[config.mk]
export PLATFORM = sky130hd
export DESIGN_NAME = fifo_stall_watch
export DESIGN_NICKNAME = d
export VERILOG_FILES = /design/src/rtl/stall_pkg.sv /design/src/rtl/stall_tick_gen.sv /design/src/rtl/stall_chan_counter.sv /design/src/rtl/stall_irq_bank.sv /design/src/rtl/fifo_stall_watch.sv
export SDC_FILE = /design/constraint.sdc
export NUM_CORES = 1
export LEC_CHECK = 0
export ABC_AREA = 1
export ABC_CLOCK_PERIOD_IN_PS = 2430
export BUFFER_PORTS_ARGS = -buffer_cell sky130_fd_sc_hd__buf_2
export CAP_MARGIN = 10
export CORE_ASPECT_RATIO = 1.1
export CORE_MARGIN = 2
export CORE_UTILIZATION = 60
export CTS_BUF_LIST = sky130_fd_sc_hd__clkbuf_8 sky130_fd_sc_hd__clkbuf_16
export CTS_CLUSTER_DIAMETER = 120
export DETAILED_ROUTE_END_ITERATION = 7
export MAX_ROUTING_LAYER = met4
export PLACE_DENSITY = 0.78
export RECOVER_POWER = 100
export SYNTH_ARGS = -nofsm -noshare
export SYNTH_HDL_FRONTEND = slang
export SYNTH_SLANG_ARGS = --single-unit
[constraint.sdc]
create_clock -name clk -period 2.43 [get_ports clk]
set_input_delay 0.3645 -clock clk [delete_from_list [all_inputs] [get_ports clk]]
set_output_delay 0.3645 -clock clk [all_outputs]
set_load 0.02 [all_outputs]
[src/rtl/stall_pkg.sv]
package stall_pkg;
  localparam int NUM_CH = 2;
  localparam int CH_RX  = 0;
  localparam int CH_TX  = 1;
  localparam int DEFAULT_BASE_COUNT = 88000;
endpackage

[src/rtl/stall_tick_gen.sv]
module stall_tick_gen #(
  parameter int BASE_COUNT = 88000,
  parameter int SCALE_W    = 3
) (
  input  logic               clk,
  input  logic               rst_n,
  input  logic               en,
  input  logic [SCALE_W-1:0] scale,
  output logic               tick
);
  localparam int CNT_W = $clog2(BASE_COUNT + 1);

  logic [CNT_W-1:0] cnt;
  logic [CNT_W-1:0] limit;

  assign limit = CNT_W'(BASE_COUNT) >> scale;
  assign tick  = en && (cnt >= limit);

  always_ff @(posedge clk or negedge rst_n) begin
    if (!rst_n)       cnt <= '0;
    else if (!en)     cnt <= '0;
    else if (tick)    cnt <= '0;
    else              cnt <= cnt + 1'b1;
  end

  assert_tick_restart_R1: assert property (@(posedge clk) disable iff (!rst_n)
    tick |=> (cnt == '0));

  assert_idle_prescaler_R7: assert property (@(posedge clk) disable iff (!rst_n)
    !en |=> (cnt == '0));
endmodule

[src/rtl/stall_chan_counter.sv]
module stall_chan_counter #(
  parameter int THR_W = 8
) (
  input  logic             clk,
  input  logic             rst_n,
  input  logic             en,
  input  logic             tick,
  input  logic             blocked,
  input  logic             activity,
  input  logic [THR_W-1:0] threshold,
  output logic             hit
);
  logic [THR_W-1:0] cnt;
  logic [THR_W:0]   cnt_inc;
  logic             step;

  assign cnt_inc = {1'b0, cnt} + 1'b1;
  assign step    = en && !activity && blocked && tick && (cnt < threshold);
  assign hit     = step && (cnt_inc == {1'b0, threshold});

  always_ff @(posedge clk or negedge rst_n) begin
    if (!rst_n)              cnt <= '0;
    else if (!en || activity) cnt <= '0;
    else if (step)           cnt <= cnt_inc[THR_W-1:0];
  end

  assert_activity_clears_R3: assert property (@(posedge clk) disable iff (!rst_n)
    activity |=> (cnt == '0));

  assert_disabled_idle_R7: assert property (@(posedge clk) disable iff (!rst_n)
    !en |=> (cnt == '0));

  assert_saturate_R4: assert property (@(posedge clk) disable iff (!rst_n)
    (en && !activity && (cnt == threshold)) |=> (cnt == $past(cnt)));

  assert_no_zero_fire_R9: assert property (@(posedge clk) disable iff (!rst_n)
    (threshold == '0) |-> !hit);
endmodule

[src/rtl/stall_irq_bank.sv]
module stall_irq_bank #(
  parameter int NUM_SRC = 2
) (
  input  logic               clk,
  input  logic               rst_n,
  input  logic [NUM_SRC-1:0] set,
  input  logic [NUM_SRC-1:0] clear,
  input  logic [NUM_SRC-1:0] enable,
  output logic [NUM_SRC-1:0] raw,
  output logic [NUM_SRC-1:0] status
);
  for (genvar i = 0; i < NUM_SRC; i++) begin : g_src
    always_ff @(posedge clk or negedge rst_n) begin
      if (!rst_n)       raw[i] <= 1'b0;
      else if (set[i])  raw[i] <= 1'b1;
      else if (clear[i]) raw[i] <= 1'b0;
    end

    assign status[i] = raw[i] & enable[i];

    assert_set_wins_R5: assert property (@(posedge clk) disable iff (!rst_n)
      set[i] |=> raw[i]);

    assert_clear_R5: assert property (@(posedge clk) disable iff (!rst_n)
      (clear[i] && !set[i]) |=> !raw[i]);

    assert_raw_holds_R7: assert property (@(posedge clk) disable iff (!rst_n)
      (raw[i] && !clear[i]) |=> raw[i]);
  end
endmodule

[src/rtl/fifo_stall_watch.sv]
module fifo_stall_watch
  import stall_pkg::*;
#(
  parameter int BASE_COUNT = DEFAULT_BASE_COUNT,
  parameter int SCALE_W    = 3,
  parameter int THR_W      = 8
) (
  input  logic               clk,
  input  logic               rst_n,
  input  logic               det_enable,
  input  logic [SCALE_W-1:0] tick_scale,
  input  logic [THR_W-1:0]   stall_threshold,
  input  logic [NUM_CH-1:0]  fifo_blocked,
  input  logic [NUM_CH-1:0]  fifo_activity,
  input  logic [NUM_CH-1:0]  irq_enable,
  input  logic [NUM_CH-1:0]  irq_clear,
  output logic [NUM_CH-1:0]  irq_raw,
  output logic [NUM_CH-1:0]  irq_status,
  output logic               hung_irq
);
  logic              tick;
  logic [NUM_CH-1:0] hit;

  stall_tick_gen #(
    .BASE_COUNT (BASE_COUNT),
    .SCALE_W    (SCALE_W)
  ) u_tick (
    .clk   (clk),
    .rst_n (rst_n),
    .en    (det_enable),
    .scale (tick_scale),
    .tick  (tick)
  );

  for (genvar c = 0; c < NUM_CH; c++) begin : g_chan
    stall_chan_counter #(
      .THR_W (THR_W)
    ) u_cnt (
      .clk       (clk),
      .rst_n     (rst_n),
      .en        (det_enable),
      .tick      (tick),
      .blocked   (fifo_blocked[c]),
      .activity  (fifo_activity[c]),
      .threshold (stall_threshold),
      .hit       (hit[c])
    );
  end

  stall_irq_bank #(
    .NUM_SRC (NUM_CH)
  ) u_irq (
    .clk    (clk),
    .rst_n  (rst_n),
    .set    (hit),
    .clear  (irq_clear),
    .enable (irq_enable),
    .raw    (irq_raw),
    .status (irq_status)
  );

  assign hung_irq = |irq_status;

  assert_line_needs_raw_R6: assert property (@(posedge clk) disable iff (!rst_n)
    hung_irq |-> (|irq_raw));

  assert_no_set_when_off_R7: assert property (@(posedge clk) disable iff (!rst_n)
    (!det_enable && !irq_raw[CH_RX] && !irq_raw[CH_TX]) |=> (irq_raw == '0));
endmodule

Word level (Yosys, flattened, before mapping)
Index checks and enable logic that the tools add are counted.
Widths: inputs -> output; s select.
Storage, ports and cells
  word-level logic and storage cells: 47
  bits of input ports: 22
  bits in registers: 35
Cells by class
  $lt $le $gt $ge: 3
  bitwise operators: 2
  reductions and logical operators: 21
  shift operators: 1
  eq/ne operators: 2
  muxes and demuxes: 10
  add/sub/neg operators: 3
Operators by type and width (number)
  $mux 17: 2
  $mux 8: 4
  $add 8x1->9 const B: 2
  $eq 9x8->1: 2
  $add 17x1->17 const B: 1
  $ge 17x17->1: 1
  $shr 17x3->17 const A: 1
  $lt 8x8->1: 2
  $logic_and 1x1->1: 11
  $reduce_bool 2->1: 4
  $mux 1: 4
  $logic_not 1->1: 3
  $and 1x1->1: 2
  $logic_or 1x1->1: 2
  $reduce_or 2->1: 1

Longest topological paths before layout
Gate-level depths: netlist of run 1.
  depth after elaboration: 7
  mapped depth: 17

Modules after synthesis
Synthesis of run 1 repeated with hierarchy kept, for this count alone.
Unflattened totals
  cell total of the unflattened synthesis: 450
  area, all modules: 3103.0 um^2
Modules (own cells, without submodules)
  stall_chan_counter: cells an instance 125, area an instance 789.5 um^2, instances 2, seq. area each 200.2 um^2
  stall_tick_gen: cells an instance 183, area an instance 1417.6 um^2, instances 1, seq. area each 425.4 um^2
  stall_irq_bank: cells an instance 14, area an instance 95.1 um^2, instances 1, seq. area each 50.0 um^2
  fifo_stall_watch: cells an instance 3, area an instance 11.3 um^2, instances 1, seq. area each 0.0 um^2

Least setup slack after synthesis of run 1
OpenSTA, ideal clock, no wires.
  path kind: input -> register
  from: in tick_scale[0]
  to: reg u_tick.cnt[14]
  path buffers: 2
  setup time: 118 ps
  setup slack: 11 ps
  required time: 2312 ps
  arrival: 2300 ps
  stages on the path: 15
  path through: clkbuf_1 -> inv_1 -> nand2_1 -> or2_2 -> ha_1 -> nand2_1 -> nor2_1 -> nand3_1 -> nor2_1 -> nor2_1 -> nand3_1 -> nand2_1 -> nand2_1 -> buf_4 -> nor2_1
On the way
  longest elaborated chain between the ends: 5
RTL lines
  start: declaration: line fifo_stall_watch.sv:11  | input logic [SCALE_W-1:0] tick_scale,
  $shr 17x3->17: line stall_tick_gen.sv:16  | assign limit = CNT_W'(BASE_COUNT) >> scale;
  $ge 17x17->1: line stall_tick_gen.sv:17  | assign tick = en && (cnt >= limit);
  $logic_and 1x1->1: line stall_tick_gen.sv:17
  $mux 17: line stall_tick_gen.sv:22  | else if (tick) cnt <= '0;
  $mux 17: line stall_tick_gen.sv:21  | else if (!en) cnt <= '0;
  end signal: assignment: line stall_tick_gen.sv:23  | else cnt <= cnt + 1'b1;
  end: declaration: line stall_tick_gen.sv:13  | logic [CNT_W-1:0] cnt;
No other way between the ends.
A chain may end at the register's enable or synchronous reset.

Worst setup path after layout of run 1
  from: in tick_scale[2]
  to: reg u_tick.cnt[3]
Same word-level chain as after synthesis.

==> results of run 1 <==
-- area by class of cell --
cell class / count / area share [%]
tap: 58 / 2.13
clock inverter: 2 / 1.03
clock buffer: 6 / 2.42
sequential: 35 / 25.7
timing repair buffer: 33 / 4.99
inverter: 75 / 8.30
multi-input combinational: 354 / 55.4
-- metal layers --
| layer | GRT usage [%] | vias up | share of wire, % |
|---|---|---|---|
| li1 | - | 1543 | - |
| met2 | 50.0 | 33 | 53 |
| met1 | 30.5 | 1308 | 43 |
| met3 | 3.30 | 11 | 2.1 |
| met5 | - | - | 0 |
| met4 | 9.43 | 0 | 1.9 |
-- through the flow --
stage          setup slack (ns)  cells  util, %
6_report                  0.236    563     68.6
5_1_grt                 0.00541    563     68.6
4_1_cts                   0.246    563     68.9
3_5_place_dp            -0.0512    555     66.5
3_3_place_gp             0.0436    555     66.5
2_1_floorplan            0.0114    469        -
-- flip-flops by register name, summed over array words and instances, names as in the netlist --
signal / cells
u_irq.raw: 2
u_tick.cnt: 17
g_chan.u_cnt.cnt: 16
-- layout by cell type, fill, tap and decap left out --
master / count
a211oi_2: 1
a21o_1: 1
a21oi_1: 15
buf_2: 20
buf_4: 5
bufinv_16: 1
clkbuf_1: 6
clkbuf_2: 2
clkbuf_8: 6
clkinv_2: 2
dfrtp_1: 35
ha_1: 36
inv_1: 72
inv_2: 2
nand2_1: 157
nand3_1: 45
nand3_2: 1
nand4_1: 9
nand4_2: 1
nor2_1: 54
nor2_2: 2
nor2_4: 1
nor3_1: 5
nor3b_1: 2
nor4_1: 1
o21ai_0: 3
o21ai_1: 1
o21bai_1: 2
or2_1: 1
or2_2: 2
xnor2_1: 5
xor2_1: 9
-- final timing paths --
path / end / slack (ns) / cells after the start
hold reg to reg: u_tick.cnt[0]$_DFF_PN0_ / 0.50 / 1
max in group asynchronous: g_chan[1].u_cnt.cnt[4]$_DFFE_PN0P_ / 0.72 / 1
setup / recovery: u_tick.cnt[3]$_DFF_PN0_ / 0.24 / 15
min in group asynchronous: g_chan[0].u_cnt.cnt[1]$_DFFE_PN0P_ / 0.60 / 1
hold / removal: u_irq.raw[1]$_DFFE_PN0P_ / 0.32 / 4
setup reg to reg: g_chan[1].u_cnt.cnt[7]$_DFFE_PN0P_ / 0.35 / 11
-- worst max-delay path, cell delays in order --
cell	delay [ns]
buf_2	0.12
nor2_1	0.26
inv_1	0.11
a21oi_1	0.19
ha_1	0.27
nand2_1	0.09
inv_1	0.04
nand3_1	0.08
nor2_1	0.05
nor2_1	0.10
nand3_1	0.18
nand2_1	0.10
nand2_1	0.07
clkbuf_2	0.17
nor3b_1	0.21
-- power breakdown --
group | switching (mW) | total, mW | internal (mW)
Combinational | 0.0979 | 0.156 | 0.0582
Clock | 0.217 | 0.549 | 0.332
Sequential | 0.00441 | 0.591 | 0.586
-- Yosys cell counts (all sizes together) --
| library cell | instances |
|---|---|
| nand2 | 157 |
| inv | 74 |
| nor2 | 57 |
| nand3 | 46 |
| ha | 36 |
| dfrtp | 35 |
| a21oi | 15 |
| nand4 | 10 |
| xor2 | 9 |
| nor3 | 5 |
| xnor2 | 5 |
| o21ai | 4 |
| clkbuf | 3 |
| or2 | 3 |
| buf | 2 |
| nor3b | 2 |
| o21bai | 2 |
| a211oi | 1 |
| a21o | 1 |
| clkinv | 1 |
| nor4 | 1 |
-- kinds of logic after synthesis --
logic type,count (synthesis),synth area share (%)
compound gates,23,4.23
xor+xnor,14,3.99
flops,35,28.5
buf+inv,80,10.1
fa+ha+maj,36,14.7
simple gates,281,38.6
==> summary.txt, run 1 <==
cell count after synthesis - 469
cell taking the most area after synthesis - dfrtp_1
clock latency on the worst-skew pair - 0.29 ns
footprint of the multi-input gates - 0.00189 mm²
Worst Min Path Start - irq_clear[1]
number of filler instances in the final layout - 474
minimum clock period after layout - 2.19 ns
skew final - 0.00590 ns
DRC violation count after routing - 0
Critical Path Source Type - input port
total design power - 1.30 mW
flip-flop and latch count after synthesis - 35
Starting Density - 61.9%
critical path endpoint category - flop
count of warnings emitted by yosys - 0
Peak VDD IR - 0.000308 V
setup repair after global routing missed its margin - false
first-pass GRT wire length - 12,100 µm
run status - complete, but fails checks
critical path peak fanout - 8
number of buffers added by the clock tree synthesis step - 5
setup-violating endpoint count in the final report - 0
ratio of routed vias to standard cells - 5.14
maximum number of pins on one net before global-route repair - 36
data required time at the worst endpoint - 2.63 ns
number of hold buffers added after CTS - 0
clock slew at the register clock pins of the worst setup and hold paths - 0.07 ns
Synth top area share - 28.5%
postcts setup bufs - 0
combined global-route utilization of all metal layers - 27.4%
FF+latch area - 876 µm²
post-placement cell area - 0.00330 mm²
crit path DAT - 2.39 ns
Detailed Place HPWL - 5390 µm
number of nets in the synthesized netlist - 527
Netlist Area Pre-Place - 0.00307 mm²
number of nets in the finished design - 562
final period utilization - 90.3%
die span in x - 72.2 µm
count of input and output buffers - 26
transition time at the pin with the least slew margin - 1.92 ns
most area-consuming cells after synthesis - dfrtp_1 29%, nand2_1 19%, ha_1 15%, inv_1 8.8%, nand3_1 7.3%
global-route congestion overflow total - 0
vias in the first global route - 2,844
top-level I/O count - 27
count of maximum capacitance violations - 1
floorplan core area - 0.00497 mm²
count of TritonRoute iterations in the first routing pass - 4
average wire length per cell after detail routing - 11.9 µm
CTS tree - yes
overall die area - 0.00571 mm²
clock root cell - clkbuf_8
Max transition margin - -28.3%
post-synthesis to final-layout area growth - 10.9%
CTS Buffer Depth - 2
Rows - 27
1st-iter DRT viols - 133
H-tree depth reported by CTS - 2
type of the worst setup path - input port to flop
antenna violation net count after detailed routing - 0
Pwr per Cell Area - 380 mW/mm²
leakage power - 2.05 nW
Post-Route Setup TNS - 0 ns
WHS - 0.317 ns
number of instances resized during post-cts repair - 0
Slew Limit Fails - 36
achievable frequency - 0.456 GHz
failing checks - capacitance limit, slew limit
Final Instance Area - 0.00341 mm²
final hold viol count - 0
global placer's final weighted congestion - 0.902
fraction of final layout cells with drive strength greater than 1 - 9.11%
syn_area_per_cell - 6.55 µm²
die height - 79.1 µm
worst min path class - input port to flop
crit path launch - tick_scale[2]
start of the worst register-to-register path - u_tick.cnt[8]$_DFF_PN0_
Detailed Route WL - 6690 µm
total number of vias - 2,895
Num Clock Sinks - 35
unique cell type count in the Yosys netlist - 28
register area share after synthesis - 28.5%
initial antenna violation count - 0
count of inserted antenna diode cells - 0
Power figures use the tool's default switching activity.
==> run 2: changes to the inputs <==
- ABC_CLOCK_PERIOD_IN_PS: 2430 -> 2000
- CORE_UTILIZATION: 60 -> 55
- PLACE_DENSITY: 0.78 -> 0.75
- RECOVER_POWER: 100 -> 50
- clock period: 2.43 -> 2 ns (I/O delays scaled with it)
==> run 2 against run 1 <==
The flow now finishes without violations. First-iteration DRC count up 14%. Global-route usage is 0.65 points lower. Sequential power grew 21%. Via count up 6.7%. Largest power group unchanged. Worst hold slack got worse by 0.20 ns. Utilization grew 3.6 points. Flip-flop and latch count stayed put. Power is 19% higher. Routed wire length up 17%. Register-to-register slack got worse by 0.28 ns. Highest routed layer unchanged. Final area rose by 14%. Critical endpoint is now g_chan[1].u_cnt.cnt[4]$_DFFE_PN0P_.
==> summary.txt, run 2 (same netlist as run 1, synthesis figures left out) <==
overall die area - 0.00620 mm²
Logic pwr share - 16.0%
DRC violation count after routing - 0
vias in the first global route - 2,850
clock slew at the register clock pins of the worst setup and hold paths - 0.07 ns
total design power - 1.54 mW
1st-iter DRT viols - 151
post-synthesis to final-layout area growth - 26.8%
first-pass GRT wire length - 12,300 µm
Buf/Inv on CP - 5
H-tree depth reported by CTS - 2
Max transition margin - 39.6%
number of nets in the finished design - 584
family of cells with the greatest summed delay on the critical path - simple AND/OR/NAND/NOR gates
Critical Path Source Type - input port
average wire length per cell after detail routing - 13.0 µm
Pwr per Cell Area - 394 mW/mm²
count of inserted antenna diode cells - 0
Slowest Stage Delay on Critical Path - 0.28 ns
total number of vias - 3,089
switching power - 419 µW
clock root cell - clkbuf_8
crit path DAT - 2.17 ns
commonest non-fill, non-tap cells in the layout - 138 x nand2_1, 69 x inv_1, 47 x nor2_1
count of input and output buffers - 26
worst min path class - input port to asynchronous set/reset pin
footprint of the multi-input gates - 0.00216 mm²
crit path launch - tick_scale[2]
number of buffers added by the clock tree synthesis step - 5
Num Clock Sinks - 35
leakage power - 2.22 nW
setup-violating endpoint count in the final report - 0
skew final - 0.00663 ns
run status - completed
most frequent standard cell in the layout excluding fill and tap cells - nand2_1
maximum number of pins on one net before global-route repair - 36
final period utilization - 96.7%
start of the worst register-to-register path - u_tick.cnt[16]$_DFF_PN0_
final hold viol count - 0
achievable frequency - 0.517 GHz
top-level I/O count - 27
Detailed Place HPWL - 5920 µm
Internal Power - 1.12 mW
Peak VDD IR - 0.000294 V
count of TritonRoute iterations in the first routing pass - 4
Detailed Route WL - 7850 µm
clock latency on the worst-skew pair - 0.29 ns
initial antenna violation count - 0
slowest cell on the critical path - ha_4
Slew Limit Fails - 0
floorplan core area - 0.00540 mm²
number of hold buffers added after CTS - 0
critical path peak fanout - 5
setup repair after global routing missed its margin - true
portion of total power attributed to sequential cells - 46.7%
combined global-route utilization of all metal layers - 26.7%
antenna violation net count after detailed routing - 0
number of filler instances in the final layout - 490
type of the worst setup path - input port to flop
WHS - 0.120 ns
fraction of final layout cells with drive strength greater than 1 - 23.3%
final core utilization - 72.2%
ratio of routed vias to standard cells - 5.13
global-route congestion overflow total - 0
die span in x - 75.3 µm
Cell Chain, Critical Path - buf_6, inv_4, nand2_4, or2_4, ha_4, nand2_2, nor2_4, inv_1, a21oi_1, nor2_1, nand3_2, buf_6, nand3_4, clkinv_4, nand2_2, nand2_2
max reg flops - 17
largest registers - u_tick.cnt x17, g_chan.u_cnt.cnt x16, u_irq.raw x2
FF+latch area - 876 µm²
share of power burned in the clock network - 37.3%
CTS tree - yes
critical path endpoint category - flop
worst slack, placed - -0.495 ns
global placer's final weighted congestion - 0.923
Starting Density - 57.0%
fin worst setup slack - 0.0667 ns
count of maximum capacitance violations - 0
die height - 82.4 µm
CTS Buffer Depth - 2
minimum clock period after layout - 1.93 ns
net switching share of the total power - 27.2%
Post-Route Setup TNS - 0 ns
top register by number of flip-flops - u_tick.cnt
Rows - 28
transition time at the pin with the least slew margin - 0.906 ns
data required time at the worst endpoint - 2.23 ns
most numerous cell on the critical path - nand2_2
-- run 2: cell count changes in the layout (fill, tap and decap cells not counted), moves of 3 or more --
cell      change
ha_1          -7
nand3_1       -9
nand2_1      -19
nand3_2       +9
nor2_2        +4
nor2_4        +3
nand2_2      +17
clkbuf_1      -6
ha_4          +7
nor2_1        -7
buf_4        +19
inv_1         -3
buf_6         +5
-- run 2: worst paths after layout --
| check | endpoint | slack, ns | cells after the start |
|---|---|---|---|
| setup / recovery | g_chan[1].u_cnt.cnt[4]$_DFFE_PN0P_ | 0.07 | 16 |
| hold / removal | g_chan[0].u_cnt.cnt[0]$_DFFE_PN0P_ | 0.12 | 1 |
| setup reg to reg | g_chan[1].u_cnt.cnt[4]$_DFFE_PN0P_ | 0.07 | 12 |
| hold reg to reg | u_tick.cnt[0]$_DFF_PN0_ | 0.50 | 1 |
| max in group asynchronous | u_tick.cnt[7]$_DFF_PN0_ | 1.31 | 1 |
| min in group clk | u_irq.raw[1]$_DFFE_PN0P_ | 0.23 | 4 |
-- run 2: power by group through the flow --
stage	Sequential (mW)	Combinational, mW	Clock [mW]
floorplan	0.731	0.127	0
global placement	0.732	0.196	0
detailed placement	0.732	0.202	0
CTS	0.719	0.205	0.578
global route	0.717	0.276	0.607
finish	0.718	0.246	0.573
-- run 2: layout make-up --
cell class,instances,area share (%)
Inverter,75,7.64
Multi-Input combinational cell,355,55.3
Sequential cell,35,22.5
Clock inverter,1,0.0963
Timing Repair inverter,1,0.161
Clock buffer,7,2.47
Timing Repair Buffer,53,9.41
Tap cell,75,2.41
-- run 2: metrics by stage --
step / std cells / area, µm²
global route: 602 / 3900
CTS: 597 / 3600
floorplan: 469 / 3140
finish: 602 / 3900
detailed placement: 589 / 3490
global placement: 589 / 3490
-- run 2: routing by layer --
metal / vias up / GRT usage, % / share of wire [%]
met5: - / - / 0
met4: 0 / 10.5 / 2.7
met3: 17 / 3.64 / 2.2
met2: 50 / 49.4 / 55
met1: 1429 / 28.6 / 40
li1: 1593 / - / -
-- run 2: repair_timing --
item	in CTS	in global routing
buffers inserted	0	3
setup endpoints to repair	26	35
gates cloned	0	2
pin swaps	0	28
gates resized for setup	3	64
==> run 3: changes to the inputs <==
- CAP_MARGIN: 10 -> default
- CELL_PAD_IN_SITES_DETAIL_PLACEMENT: default -> 1
- CELL_PAD_IN_SITES_GLOBAL_PLACEMENT: default -> 1
- CORE_UTILIZATION: 55 -> 39
==> run 3 against run 2 <==
The run now ends with setup timing left. Sequential share of layout area hardly changed. Clock skew is 0.0030 ns higher. Global-route usage is 3.2 points lower. Worst hold slack better by 0.010 ns. Critical path depth is 5 lower. Final area is 0.42% higher. Flip-flop and latch count stayed put. Utilization is 20 points lower.
==> summary.txt, run 3 (same netlist as run 1, synthesis figures left out) <==
run status - complete, but fails checks
failing checks - setup timing
first-pass GRT wire length - 15,500 µm
Pwr per Cell Area - 397 mW/mm²
most frequent standard cell in the layout excluding fill and tap cells - nand2_1
die span in x - 88.6 µm
antenna violation net count after detailed routing - 0
type of the worst setup path - flop to flop
final period utilization - 100%
vias in the first global route - 3,446
post-placement cell area - 0.00357 mm²
count of TritonRoute iterations in the first routing pass - 4
start of the worst register-to-register path - u_tick.cnt[9]$_DFF_PN0_
floorplan core area - 0.00756 mm²
final core utilization - 51.8%
combined global-route utilization of all metal layers - 23.5%
Slew Limit Fails - 0
CTS Buffer Depth - 2
leakage power - 2.23 nW
Rows - 33
critical path endpoint category - flop
commonest non-fill, non-tap cells in the layout - 148 x nand2_1, 69 x inv_1, 49 x nor2_1
achievable frequency - 0.498 GHz
skew final - 0.00964 ns
worst slack, placed - -0.434 ns
number of filler instances in the final layout - 1,025
setup-violating endpoint count in the final report - 3
Starting Density - 40.7%
setup repair after global routing missed its margin - true
transition time at the pin with the least slew margin - 0.932 ns
global-route congestion overflow total - 0
number of cell instances on the worst register-to-register path - 11
overall die area - 0.00861 mm²
post-synthesis to final-layout area growth - 27.4%
largest registers - u_tick.cnt x17, g_chan.u_cnt.cnt x16, u_irq.raw x2
clock root cell - clkbuf_8
Critical Path Source Type - flop
data required time at the worst endpoint - 2.24 ns
count of input and output buffers - 26
count of inserted antenna diode cells - 0
slack of the worst reg-to-reg path - -0.009 ns
average wire length per cell after detail routing - 15.3 µm
top-level I/O count - 27
count of maximum capacitance violations - 0
global placer's final weighted congestion - 0.872
Detailed Route WL - 9750 µm
minimum clock period after layout - 2.01 ns
Post-Route Setup TNS - -0.0132 ns
initial antenna violation count - 0
1st-iter DRT viols - 108
Max transition margin - 37.9%
fraction of final layout cells with drive strength greater than 1 - 21.3%
capture point of the worst reg-to-reg path - g_chan[0].u_cnt.cnt[0]$_DFFE_PN0P_
number of buffers added by the clock tree synthesis step - 5
CTS tree - yes
maximum number of pins on one net before global-route repair - 36
H-tree depth reported by CTS - 2
DRC violation count after routing - 0
Num Clock Sinks - 35
number of nets in the finished design - 588
Final Instance Area - 0.00391 mm²
WHS - 0.131 ns
number of hold buffers added after CTS - 0
crit path DAT - 2.24 ns
clock latency on the worst-skew pair - 0.29 ns
Peak VDD IR - 0.000242 V
critical path peak fanout - 8
final hold viol count - 0
worst min path class - input port to asynchronous set/reset pin
max reg flops - 17
top register by number of flip-flops - u_tick.cnt
clock slew at the register clock pins of the worst setup and hold paths - 0.08 ns
die height - 97.1 µm
ratio of routed vias to standard cells - 5.08
total number of vias - 3,229
fin worst setup slack - -0.00868 ns
Detailed Place HPWL - 7530 µm
[run 3: cell types whose count changed in the layout (fill, tap and decap cells not counted), moves of 2 or more]
cell / change
dfrtp_2: +3
nand2_2: -11
dfrtp_1: -3
buf_6: -2
buf_4: +6
nor2_1: +2
nand2_1: +10
nand3_1: +5
nand2_4: +2
nor2_2: -2
nand3_2: -5
[run 3: metrics by stage]
step / total power, mW / cells
6_report: 1.55 / 636
5_1_grt: 1.64 / 636
4_1_cts: 1.54 / 631
3_5_place_dp: 0.949 / 623
3_3_place_gp: 0.937 / 623
2_1_floorplan: 0.858 / 469
[run 3: worst max-delay path, cell delays in order (launching register included)]
cell and delay [ns]:
dfrtp_1 0.44, ha_1 0.30, nand2_1 0.07, nor2_1 0.15, nand3_1 0.09, nor2_1 0.14
nor2_1 0.08, nand3_2 0.15, nand3_2 0.10, nor2_4 0.26, nand2_1 0.09, nand2_1 0.07
[run 3: power by group]
group / internal, mW / switching, mW / leakage [nW]
clock network: 0.310 / 0.269 / 0.0557
registers: 0.713 / 0.00651 / 0.482
logic: 0.100 / 0.155 / 1.69
[run 3: worst max-delay path by stage]
stage / from / slack, ns / end
floorplan: tick_scale[0] / 0.002 / u_tick.cnt[14]$_DFF_PN0_
global placement: tick_scale[2] / -0.31 / u_tick.cnt[3]$_DFF_PN0_
detailed placement: tick_scale[2] / -0.43 / u_tick.cnt[3]$_DFF_PN0_
CTS: tick_scale[2] / 0.006 / g_chan[0].u_cnt.cnt[7]$_DFFE_PN0P_
global route: u_tick.cnt[9]$_DFF_PN0_ / -0.14 / g_chan[0].u_cnt.cnt[3]$_DFFE_PN0P_
finish: u_tick.cnt[9]$_DFF_PN0_ / -0.009 / g_chan[0].u_cnt.cnt[0]$_DFFE_PN0P_
[run 3: repair_timing]
action / CTS / global route
setup buffers: 0 / 4
pin swaps: 0 / 21
endpoints found under the setup margin: 22 / 35
cloned: 0 / 1
gates resized for setup: 3 / 42
[run 3: layout make-up]
type	instances	area [µm²]	area share [%]
Clock buffer	7	96.3	2.46
Clock inverter	1	3.75	0.0959
Inverter	75	293	7.48
Multi-Input combinational cell	355	2110	53.9
Sequential cell	35	880	22.5
Tap cell	105	131	3.36
Timing Repair Buffer	58	399	10.2
[run 3: metal layers]
layer | vias up | part of all wire (%) | track usage (%)
li1 | 1595 | - | -
met1 | 1572 | 38 | 25.2
met2 | 44 | 58 | 44.1
met3 | 18 | 1.7 | 2.55
met4 | 0 | 2.1 | 6.53
met5 | - | 0 | -
